## src/rtl/irq_grant_pkg.sv

```systemverilog
package irq_grant_pkg;
  localparam int unsigned ADDR_W = 18;

  typedef enum logic [1:0] {
    ST_IDLE   = 2'd0,
    ST_PEND   = 2'd1,
    ST_MASTER = 2'd2
  } node_st_e;
endpackage

```

## src/rtl/irq_grant_node.sv

```systemverilog
module irq_grant_node
  import irq_grant_pkg::*;
#(
  parameter int unsigned       ADDR_W   = 18,
  parameter logic [ADDR_W-1:0] VEC_ADDR = '0
) (
  input  logic              clk_i,
  input  logic              rst_ni,
  input  logic              req_i,
  input  logic              ack_i,
  input  logic              grant_i,
  output logic              grant_o,
  output logic              pend_o,
  output logic              master_o,
  output logic [ADDR_W-1:0] vec_o
);
  node_st_e st_q, st_d;

  always_comb begin
    st_d = st_q;
    unique case (st_q)
      // latch only while grant is absent so the chain is never cut mid-pass
      ST_IDLE:   if (req_i && !grant_i) st_d = ST_PEND;
      ST_PEND:   if (grant_i)           st_d = ST_MASTER;
      ST_MASTER: if (ack_i)             st_d = ST_IDLE;
      default:                          st_d = ST_IDLE;
    endcase
  end

  always_ff @(posedge clk_i or negedge rst_ni) begin
    if (!rst_ni) st_q <= ST_IDLE;
    else         st_q <= st_d;
  end

  assign grant_o  = grant_i && (st_q == ST_IDLE);
  assign pend_o   = (st_q == ST_PEND);
  assign master_o = (st_q == ST_MASTER);
  assign vec_o    = master_o ? VEC_ADDR : '0;
endmodule

```

## src/rtl/irq_vec_merge.sv

```systemverilog
module irq_vec_merge #(
  parameter int unsigned NODES  = 4,
  parameter int unsigned ADDR_W = 18
) (
  input  logic [NODES-1:0][ADDR_W-1:0] vec_i,
  output logic [ADDR_W-1:0]            vec_o
);
  // at most one master drives a non-zero value
  always_comb begin
    vec_o = '0;
    for (int i = 0; i < NODES; i++) vec_o |= vec_i[i];
  end
endmodule

```

## src/rtl/irq_grant_chain.sv

```systemverilog
module irq_grant_chain
  import irq_grant_pkg::*;
#(
  parameter int unsigned                   NODES     = 4,
  parameter int unsigned                   ADDR_W    = irq_grant_pkg::ADDR_W,
  parameter logic [NODES-1:0][ADDR_W-1:0] VEC_TABLE = {18'h00300, 18'h00200, 18'h00100, 18'h00040}
) (
  input  logic              clk_i,
  input  logic              rst_ni,
  input  logic [NODES-1:0]  dev_req_i,
  input  logic              grant_i,
  input  logic              ack_i,
  output logic              grant_o,
  output logic              bus_req_o,
  output logic              bus_busy_o,
  output logic [NODES-1:0]  master_o,
  output logic [ADDR_W-1:0] vec_addr_o
);
  logic [NODES:0]                 chain;
  logic [NODES-1:0]               pend;
  logic [NODES-1:0][ADDR_W-1:0]   vec;

  assign chain[0] = grant_i;

  for (genvar g = 0; g < NODES; g++) begin : g_node
    irq_grant_node #(
      .ADDR_W   (ADDR_W),
      .VEC_ADDR (VEC_TABLE[g])
    ) u_node (
      .clk_i    (clk_i),
      .rst_ni   (rst_ni),
      .req_i    (dev_req_i[g]),
      .ack_i    (ack_i),
      .grant_i  (chain[g]),
      .grant_o  (chain[g+1]),
      .pend_o   (pend[g]),
      .master_o (master_o[g]),
      .vec_o    (vec[g])
    );
  end

  irq_vec_merge #(
    .NODES  (NODES),
    .ADDR_W (ADDR_W)
  ) u_merge (
    .vec_i (vec),
    .vec_o (vec_addr_o)
  );

  assign grant_o    = chain[NODES];
  assign bus_req_o  = |pend;
  assign bus_busy_o = |master_o;
endmodule

```

## config.mk

```make
export PLATFORM = sky130hd
export DESIGN_NAME = irq_grant_chain
export DESIGN_NICKNAME = d
export VERILOG_FILES = /design/src/rtl/irq_grant_pkg.sv /design/src/rtl/irq_grant_node.sv /design/src/rtl/irq_vec_merge.sv /design/src/rtl/irq_grant_chain.sv
export SDC_FILE = /design/constraint.sdc
export NUM_CORES = 1
export LEC_CHECK = 0
export ABC_AREA = 0
export BUFFER_PORTS_ARGS = -buffer_cell sky130_fd_sc_hd__buf_2
export CORE_MARGIN = 1
export CORE_UTILIZATION = 51
export DETAILED_ROUTE_END_ITERATION = 8
export PLACE_DENSITY = 0.79
export SLEW_MARGIN = 20
export SYNTH_ARGS = -nofsm -noshare
export SYNTH_HDL_FRONTEND = slang
export SYNTH_HIERARCHICAL = 1
export SYNTH_SLANG_ARGS = --single-unit
```

## constraint.sdc

```tcl
create_clock -name clk_i -period 3.3 [get_ports clk_i]
set_input_delay 0.99 -clock clk_i [delete_from_list [all_inputs] [get_ports clk_i]]
set_output_delay 0.99 -clock clk_i [all_outputs]
set_load 0.05 [all_outputs]
```

# ---- After elaboration in Yosys (flattened, before gate mapping)
# Cells that the tools add are included.
dict set report classes {
  n_reduce_logical 22
  bitwise_logic 3
  eq_ne 20
  n_mux 17
}
# cell count
set op_table {}
lappend op_table {{18-bit by 10-bit OR with 18-bit output} 2}
lappend op_table {{2-bit case mux with 3 select lines} 4}
lappend op_table {{10-bit 2-to-1 mux} 2}
lappend op_table {{2-bit 2-to-1 mux} 9}
lappend op_table {{2-bit by 1-bit != test with 1-bit output (second input constant)} 7}
lappend op_table {{3-bit AND reduction} 4}
lappend op_table {{2-bit != test (second input constant)} 5}
lappend op_table {{9-bit 2-to-1 mux} 1}
lappend op_table {{7-bit by 9-bit OR with 9-bit output} 1}
lappend op_table {{2-bit by 1-bit == test with 1-bit output (second input constant)} 4}
lappend op_table {{2-bit == test (second input constant)} 4}
lappend op_table {{1-bit logical AND} 8}
lappend op_table {{2-bit logical NOT} 4}
lappend op_table {{4-bit OR reduction} 2}
lappend op_table {{7-bit 2-to-1 mux} 1}
lappend op_table {{1-bit logical NOT} 4}
dict set report totals {
  out_inout_bits 25
  elab_cells 66
  register_bits 8
  in_bits 8
}

# ---- Depth between registers and ports, before layout
# Gate-level depths: netlist (run 1).
dict set report depth {
  word_depth 8
  ltp_mapped 5
  ltp_nobuf 5
}

# ---- By module
# The synthesis (run 1) kept the hierarchy.
# mod area_per_inst_um2 seq_area_each_um2 cells_per_inst instances
set modules_own_cells {}
lappend modules_own_cells {irq_grant_node 237.7 50.0 29 4}
lappend modules_own_cells {irq_vec_merge 135.1 0.0 18 1}
lappend modules_own_cells {irq_grant_chain 15.0 0.0 2 1}

# ---- Worst setup path after synthesis (run 1)
# OpenSTA, ideal clock, no wires.
dict set report synth_path {
  path_kind {in2out}
  start {input grant_i}
  end {output grant_o}
  path_slack_ps -710
  path_stages 4
  required_ps 2310
  t_arrival_ps 3020
  path_cell_list {nor3b_1 nor3b_1 nor3b_1 nor3b_1}
}
dict set report synth_via {
  elab_chain_cells 4
}
# element line
set synth_lines {}
lappend synth_lines {{from (decl)} irq_grant_chain.sv:11} ;# input logic grant_i,
lappend synth_lines {{1-bit logical AND (2 in series)} irq_grant_node.sv:35} ;# assign grant_o = grant_i && (st_q == ST_IDLE);
lappend synth_lines {{named net chain[2]} irq_grant_chain.sv:19} ;# logic [NODES:0] chain;
lappend synth_lines {{1-bit logical AND} irq_grant_node.sv:35}
lappend synth_lines {{named net chain[3]} irq_grant_chain.sv:19}
lappend synth_lines {{1-bit logical AND} irq_grant_node.sv:35}
lappend synth_lines {{to (decl)} irq_grant_chain.sv:13} ;# output logic grant_o,
# The timed path passes the listed nets, and every way through them passes these cells.

# ---- Final worst setup path (run 1)
dict set report layout_path {
  start {input grant_i}
  end {output grant_o}
}
dict set report layout_via {
  elab_chain_cells 4
}
# element line
set layout_lines {}
lappend layout_lines {{1-bit logical AND} irq_grant_node.sv:35}
lappend layout_lines {{named net chain[1]} irq_grant_chain.sv:19}
lappend layout_lines {{1-bit logical AND} irq_grant_node.sv:35}
lappend layout_lines {{named net chain[2]} irq_grant_chain.sv:19}
lappend layout_lines {{1-bit logical AND} irq_grant_node.sv:35}
lappend layout_lines {{named net chain[3]} irq_grant_chain.sv:19}
lappend layout_lines {{1-bit logical AND} irq_grant_node.sv:35}
# The timed path passes the listed nets, and every way through them passes these cells.

==> results of run 1 <==
[worst reg2reg max path, stage by stage (launching register included)]
cell and delay, ps:
dfrtp_1 410, nor3b_1 290, nor3b_2 240, nor3b_2 210, buf_4 140, nand3b_1 80, o21ai_2 70
[power by group through the flow]
| stage | Combinational (mW) | Clock [mW] | Sequential [mW] |
|---|---|---|---|
| final | 0.179 | 0.0723 | 0.154 |
| after global routing | 0.197 | 0.0841 | 0.159 |
| after CTS | 0.180 | 0.0759 | 0.153 |
| after detailed placement | 0.179 | 0 | 0.154 |
| after global placement | 0.174 | 0 | 0.152 |
| after floorplan | 0.207 | 0 | 0.148 |
[repair_timing]
item | in CTS | in global routing
gates cloned | 0 | 0
setup endpoints to repair | 1 | 1
resized for setup | 1 | 1
[path summary, 6_finish.rpt]
| kind | start | to | slack (ps) | depth (start not counted) |
|---|---|---|---|---|
| worst min register to register | g_node[0].u_node/st_q[1] | g_node[0].u_node/st_q[0] | 510 | 1 |
| min in group asynchronous | rst_ni | g_node[0].u_node/st_q[0] | 570 | 1 |
| worst min-delay path | g_node[0].u_node/st_q[1] | g_node[0].u_node/st_q[0] | 510 | 1 |
| worst max-delay path | grant_i | grant_o | 110 | 6 |
| max in group asynchronous | rst_ni | g_node[3].u_node/st_q[0] | 2560 | 1 |
| worst max register to register | g_node[0].u_node/st_q[0] | g_node[3].u_node/st_q[1] | 1790 | 6 |
[metrics by stage]
step / setup slack, ps / std cells / util [%]
floorplan: 7.259 / 199 / -
global placement: 35.86 / 174 / 47.69
detailed placement: 11.71 / 174 / 47.69
CTS: 46.98 / 177 / 48.94
global route: 10.65 / 177 / 49.19
finish: 108.3 / 177 / 49.19
[synth_stat cells]
library cell,instances,area (um2)
buf_4,72,540.5
or4_1,20,150.1
dfrtp_1,8,200.2
conb_1,4,15.01
inv_1,4,15.01
nand2b_1,4,25.02
nand3b_1,4,30.03
nor2_1,4,15.01
nor2b_1,4,25.02
nor3_1,4,20.02
nor3b_1,4,30.03
o21ai_2,4,35.03
[metal layers]
layer  GRT usage (%)  share of wire [%]  up-vias
met5               0                  0        -
met4           6.373                1.5        0
met3           4.088                8.9        2
met2           23.94                 54       21
met1           12.09                 36      266
li1                -                  -      349
[logic make-up (layout without fill, tap and decap cells)]
kind of cell	Yosys count	count (layout)	share of synthesized area [%]
flops	8	8	18.18
compound gates	4	4	3.181
simple gates	44	44	26.82
other cells	4	67	1.363
buf+inv	76	27	50.45
[final cells by class]
cell class                      instances  area [um2]
Fill cell                             208        1017
Multi-Input combinational cell        115       603.1
Sequential cell                         8       200.2
Timing Repair Buffer                   20       110.1
Tap cell                               27       33.78
Clock buffer                            3       22.52
Inverter                                4       15.01
[layout by cell type (no fill, tap or decap)]
cell type | synthesis | routed
buf_2 | 0 | 16
nand3b_1 | 4 | 4
inv_1 | 4 | 4
buf_4 | 72 | 4
nand2b_1 | 4 | 4
nor3b_1 | 4 | 1
dfrtp_1 | 8 | 8
nor3_1 | 4 | 4
clkbuf_4 | 0 | 3
nor3b_4 | 0 | 1
o21ai_2 | 4 | 4
nor2b_1 | 4 | 4
conb_1 | 4 | 67
nor2_1 | 4 | 4
or4_1 | 20 | 20
nor3b_2 | 0 | 2
==> results.yml, run 1 <==
power_and_ir_drop:
  p_switching_mw: 0.1816
  p_leak_nw: 0.6347
  ir_drop_uv: 221.3
  p_int_mw: 0.2241
  power_mw: 0.4057
  p_per_area_nw_per_um2: 412.0
  swShare_pct: 44.77
  clkPwrFrac_pct: 17.8
  combPwrFrac_pct: 44.2
  p_seq_share_pct: 38.0
global_route:
  antenna_found_initial: 0
  grt_use_total_pct: 12.64
  grt-ovfl-total: 0
  grt_pass1_wl_mm: 2.332
  grt_pass1_vias: 627
  grt_max_degree: 9
cts:
  h-tree-depth: 1
  cts_setup_buffers: 0
  clock_path_buffers: 2
  path_clk_slew_ps: 50
  tritoncts: "yes"
  cts_hold_buf: 0
  cts-root-buf: "clkbuf_4"
  cts.sinks: 8
  numCtsBuffers: 3
  insertion_delay_ps: 250
synthesis:
  yosysWarnings: 6
  synth_cell_type_count: 12
  seq_area_frac_synth_pct: 18.18
  syn_inst: 136
  ys_ff_latch: 8
  syn_area_um2: 1101
  avgSynthCellArea_um2: 8.096
floorplan:
  rows: 16
  initial_core_util_pct: 55.00
  die_w_um: 48.47
  core_area_um2: 2002
  die-area_um2: 2349
  dieHeight_um: 48.47
  pin_count: 33
drt:
  vias_per_cell: 3.605
  drt-total-wl_mm: 1.216
  drt_iter0_markers: 1
  first_pass_iters: 4
  route.detailed.drc: 0
  wl_per_cell_um: 6.870
  num_vias: 638
  ant_nets: 0
worst_setup_path:
  arrival_ps: 2200
  cp_max_fo: 3
  path_class: "input pin to primary output"
  crit_path_top_delay_cell: "nor3b_1"
  crit_chain: "buf_2 -> nor3b_1 -> nor3b_2 -> nor3b_2 -> nor3b_4 -> buf_4"
  cp_common_cell: "nor3b_2"
  cp_top_family: "simple AND/OR/NAND/NOR gates"
  required_ps: 2310
  cp-end-kind: "primary output"
  path_buf_inv: 2
  critPathMaxStageDelay_ps: 260
  worst_setup_path_start_kind: "input pin"
timing:
  final.period_utilization_pct: 96.72
  rsz0062_at_grt: "false"
  finalSetupTns_ps: 0
  clock-skew-final_ps: 0.8838
  whs_ps: 505.8
  slew_violations: 0
  finalSetupViolCount: 0
  post-route-min-period_ps: 3192
  hold_viol: 0
  fmax_ghz: 0.3133
layout:
  syn_to_final_growth_pct: -10.57
  top_regs: "g_node.u_node/st_q (8)"
  largest_reg_flops: 8
  drive_above_1_share_pct: 20.00
  nNetsFinal: 160
  diodes: 0
  max_flop_register: "g_node.u_node/st_q"
  fin_area_um2: 984.7
min_path:
  hp-class: "register to register"
run_status:
  outcome: "completed"
placement:
  place.port_buffers: 17
  place_area_um2: 954.7
  place.gp.congestion: 0.7746
  hpwl_mm: 1.102
job:
  drv_cap: 0
Power figures use the tool's default switching activity.
==> run 2, diff against run 1 <==
CORE_ASPECT_RATIO = 0.7   (was not set)
==> results.yml, run 2 (synthesized netlist as in run 1, its figures left out) <==
drt:
  drt_iter0_markers: 11
  route.detailed.drc: 5
  vias_per_cell: 3.690
  first_pass_iters: 5
  drt-total-wl_mm: 1.201
  wl_per_cell_um: 7.023
  num_vias: 631
  ant_nets: 0
layout:
  fill_cells: 202
  max_flop_register: "g_node.u_node/st_q"
  fin_area_um2: 970.9
  nNetsFinal: 159
  syn_to_final_growth_pct: -11.82
  largest_reg_flops: 8
  fin_util_pct: 50.16
  drive_above_1_share_pct: 19.46
  diodes: 0
  mostFrequentLayoutCells: "conb_1 (67), or4_1 (20), buf_2 (16), dfrtp_1 (8)"
  finalNonFillerCells: 171
  layout_commonest_cell: "conb_1"
  top_regs: "g_node.u_node/st_q (8)"
floorplan:
  die-area_um2: 2352
  pin_count: 33
  dieHeight_um: 40.88
  die_w_um: 57.54
  initial_core_util_pct: 56.88
  core_area_um2: 1936
  rows: 13
run_status:
  violations: "DRC"
  outcome: "finished with violations"
min_path:
  hp-class: "register to register"
  hold_depth: 1
  holdCritStartpoint: "g_node[0].u_node/st_q[1]"
  whs_endpoint: "g_node[0].u_node/st_q[0]"
timing:
  rsz0062_at_grt: "false"
  slew_violations: 0
  fin_ws_ps: 102.9
  post-route-min-period_ps: 3197
  hold_viol: 0
  fmax_ghz: 0.3128
  clock-skew-final_ps: 0.2090
  final.period_utilization_pct: 96.88
  finalSetupViolCount: 0
cts:
  numCtsBuffers: 3
  cts_hold_buf: 0
  h-tree-depth: 1
  clock_path_buffers: 2
  insertion_delay_ps: 250
  path_clk_slew_ps: 50
  cts.sinks: 8
  tritoncts: "yes"
  cts-root-buf: "clkbuf_4"
worst_setup_path:
  reg2reg_depth: 5
  worst_setup_path_start_kind: "input pin"
  cp_max_fo: 3
  required_ps: 2310
  rr_startpoint: "g_node[0].u_node/st_q[0]"
  path_class: "input pin to primary output"
  timing.rr.end: "g_node[3].u_node/st_q[1]"
  reg2reg_slack_ps: 1920
  arrival_ps: 2210
  cp-end-kind: "primary output"
placement:
  dp_cells: 168
  dpl_worst_slack_ps: -27.88
  place.gp.congestion: 0.7327
  place.port_buffers: 17
  place_area_um2: 940.9
  hpwl_mm: 1.104
global_route:
  grt-ovfl-total: 0
  grt_use_total_pct: 12.11
  grt_pass1_vias: 528
  grt_max_degree: 9
  antenna_found_initial: 0
  grt_pass1_wl_mm: 1.952
job:
  drv_cap: 0
power_and_ir_drop:
  p_leak_nw: 0.6294
  p_per_area_nw_per_um2: 414.0
  ir_drop_uv: 166.6
run 2: critical path: stages:
cell	delay, ps
buf_2	100
nor3b_1	220
nor3b_2	220
nor3b_2	250
nor3b_4	210
buf_4	210
run 2: worst max path at each step:
stage	start	end	cells past startpoint
after floorplan	grant_i	grant_o	4
after global placement	grant_i	grant_o	6
after detailed placement	grant_i	grant_o	6
after CTS	grant_i	grant_o	6
after global routing	grant_i	grant_o	6
final	grant_i	grant_o	6
run 2: where the power goes:
| part | leakage, nW | internal (mW) | switching, mW |
|---|---|---|---|
| registers | 0.0997 | 0.122 | 0.0324 |
| logic | 0.516 | 0.0590 | 0.118 |
| clock network | 0.0138 | 0.0414 | 0.0295 |
| total | 0.629 | 0.222 | 0.180 |
run 2: through the flow:
| stage | hold slack (ps) | setup TNS [ps] | power [mW] |
|---|---|---|---|
| 3_5_place_dp | 499.3 | -27.88 | 0.3317 |
| 4_1_cts | 509.9 | 0 | 0.4066 |
| 6_report | 515.0 | 0 | 0.4019 |
| 5_1_grt | 542.1 | 0 | 0.4353 |
| 3_3_place_gp | 487.0 | -0.8054 | 0.3252 |
| 2_1_floorplan | 467.4 | 0 | 0.3549 |
run 2: area by class of cell:
| type | count | area, um2 | share of cell area (%) |
|---|---|---|---|
| inverters | 4 | 15.01 | 1.546 |
| clock buffers | 3 | 22.52 | 2.320 |
| flip-flops and latches | 8 | 200.2 | 20.62 |
| repair buffers | 19 | 102.6 | 10.57 |
| multi-input cells | 115 | 603.1 | 62.11 |
| well taps | 22 | 27.53 | 2.835 |
run 2: timing repair:
| action | 4_1_cts | 5_1_grt |
|---|---|---|
| endpoints found under the setup margin | 1 | 1 |
| gates cloned | 0 | 0 |
| pin swaps | 0 | 0 |
| setup buffers | 0 | 0 |
| resized for setup | 1 | 1 |
run 2: layer usage:
layer / up-vias / GRT usage, % / wire length [um]
li1: 345 / - / -
met1: 263 / 11.15 / 467
met2: 21 / 23.26 / 588
met3: 2 / 5.678 / 125
met4: 0 / 7.317 / 20
met5: - / 0 / 0
==> run 3, diff against run 2 <==
CORE_UTILIZATION = 53   (was 51)
CTS_BUF_LIST = sky130_fd_sc_hd__clkbuf_8   (was not set)
PLACE_DENSITY = 0.82   (was 0.79)
==> results.yml, run 3 (synthesized netlist as in run 1, its figures left out) <==
run_status:
  outcome: "completed"
layout:
  mostFrequentLayoutCells: "conb_1 (67), or4_1 (20), buf_2 (16), dfrtp_1 (8)"
  seqCellArea_um2: 200.2
  nNetsFinal: 159
  multi_input_area_um2: 608.1
  drive_above_1_share_pct: 20.13
  diodes: 0
  largest_reg_flops: 8
  fin_util_pct: 52.27
  layout_commonest_cell: "conb_1"
  top_regs: "g_node.u_node/st_q (8)"
  max_flop_register: "g_node.u_node/st_q"
  fill_cells: 193
  syn_to_final_growth_pct: -9.659
global_route:
  grt_pass1_vias: 531
  grt_pass1_wl_mm: 2.035
  antenna_found_initial: 0
  grt_max_degree: 9
  grt_use_total_pct: 12.84
  grt-ovfl-total: 0
power_and_ir_drop:
  p_leak_nw: 0.6398
  p_per_area_nw_per_um2: 459.2
  ir_drop_uv: 208.7
timing:
  slew_violations: 0
  rsz0062_at_grt: "false"
  fmax_ghz: 0.3203
  whs_ps: 524.9
  finalSetupViolCount: 0
  fin_ws_ps: 178.1
  post-route-min-period_ps: 3122
  clock-skew-final_ps: 0.8114
  final.period_utilization_pct: 94.60
  hold_viol: 0
worst_setup_path:
  cp_max_fo: 3
  critPathMaxStageDelay_ps: 240
  cp-end-kind: "primary output"
  crit_chain: "buf_2 -> nor3b_2 -> nor3b_2 -> nor3b_2 -> nor3b_4 -> buf_4"
  worst_setup_path_start_kind: "input pin"
  required_ps: 2310
  arrival_ps: 2130
  crit_path_top_delay_cell: "nor3b_2"
  cp_common_cell: "nor3b_2"
  path_class: "input pin to primary output"
cts:
  clock_path_buffers: 2
  cts_hold_buf: 0
  insertion_delay_ps: 230
  cts-root-buf: "clkbuf_8"
  cts.sinks: 8
  path_clk_slew_ps: 40
  tritoncts: "yes"
  numCtsBuffers: 3
  cts_resized: 1
  h-tree-depth: 1
  cts_setup_buffers: 0
floorplan:
  dieHeight_um: 40.14
  initial_core_util_pct: 57.86
  pin_count: 33
  die-area_um2: 2267
  die_w_um: 56.48
  core_area_um2: 1903
  rows: 13
placement:
  place.port_buffers: 17
  dpl_worst_slack_ps: -36.32
  place.gp.congestion: 0.8206
  hpwl_mm: 1.071
drt:
  drt_iter0_markers: 13
  drt-total-wl_mm: 1.287
  ant_nets: 0
  num_vias: 654
  vias_per_cell: 3.825
  first_pass_iters: 2
  wl_per_cell_um: 7.526
  route.detailed.drc: 0
min_path:
  hp-class: "register to register"
job:
  drv_cap: 0
-- run 3: cell type report --
cell class / instances / area share [%]
multi-input cells: 115 / 61.13
flip-flops and latches: 8 / 20.13
repair buffers: 19 / 10.31
clock buffers: 3 / 4.151
well taps: 22 / 2.767
inverters: 4 / 1.509
-- run 3: power breakdown --
part | total, mW | internal (mW) | switching [mW]
combinational | 0.180 | 0.0596 | 0.120
clock | 0.121 | 0.0793 | 0.0416
sequential | 0.156 | 0.122 | 0.0344
total | 0.457 | 0.261 | 0.196
-- run 3: path summary, 6_finish.rpt --
kind / start / cells after the start / slack (ps) / endpoint
hold reg to reg: g_node[1].u_node/st_q[1] / 1 / 520 / g_node[1].u_node/st_q[0]
setup reg to reg: g_node[0].u_node/st_q[0] / 5 / 1960 / g_node[3].u_node/st_q[1]
max in group asynchronous: rst_ni / 1 / 2540 / g_node[2].u_node/st_q[0]
min in group asynchronous: rst_ni / 1 / 590 / g_node[0].u_node/st_q[1]
hold / removal: g_node[1].u_node/st_q[1] / 1 / 520 / g_node[1].u_node/st_q[0]
setup / recovery: grant_i / 6 / 180 / grant_o
-- run 3: stage by stage --
step | instances | setup TNS, ps | power [mW] | area, um2
final | 171 | 0 | 0.4568 | 994.7
after global routing | 171 | 0 | 0.4844 | 994.7
after CTS | 171 | 0 | 0.4551 | 984.7
after detailed placement | 168 | -36.32 | 0.3324 | 940.9
after global placement | 168 | 0 | 0.3260 | 940.9
after floorplan | 199 | 0 | 0.3549 | 1354
-- run 3: per-layer routing --
layer	global-route usage, %	routed length [um]	up-vias
li1	-	-	343
met1	12.45	515	284
met2	22.06	617	21
met3	6.452	115	6
met4	10.37	39	0
met5	0	0	-
-- run 3: critical path: cells and delay by family --
kind / cells / cell delay [ps]
buffers and inverters: 2 / 320
and+or+nand+nor: 4 / 830
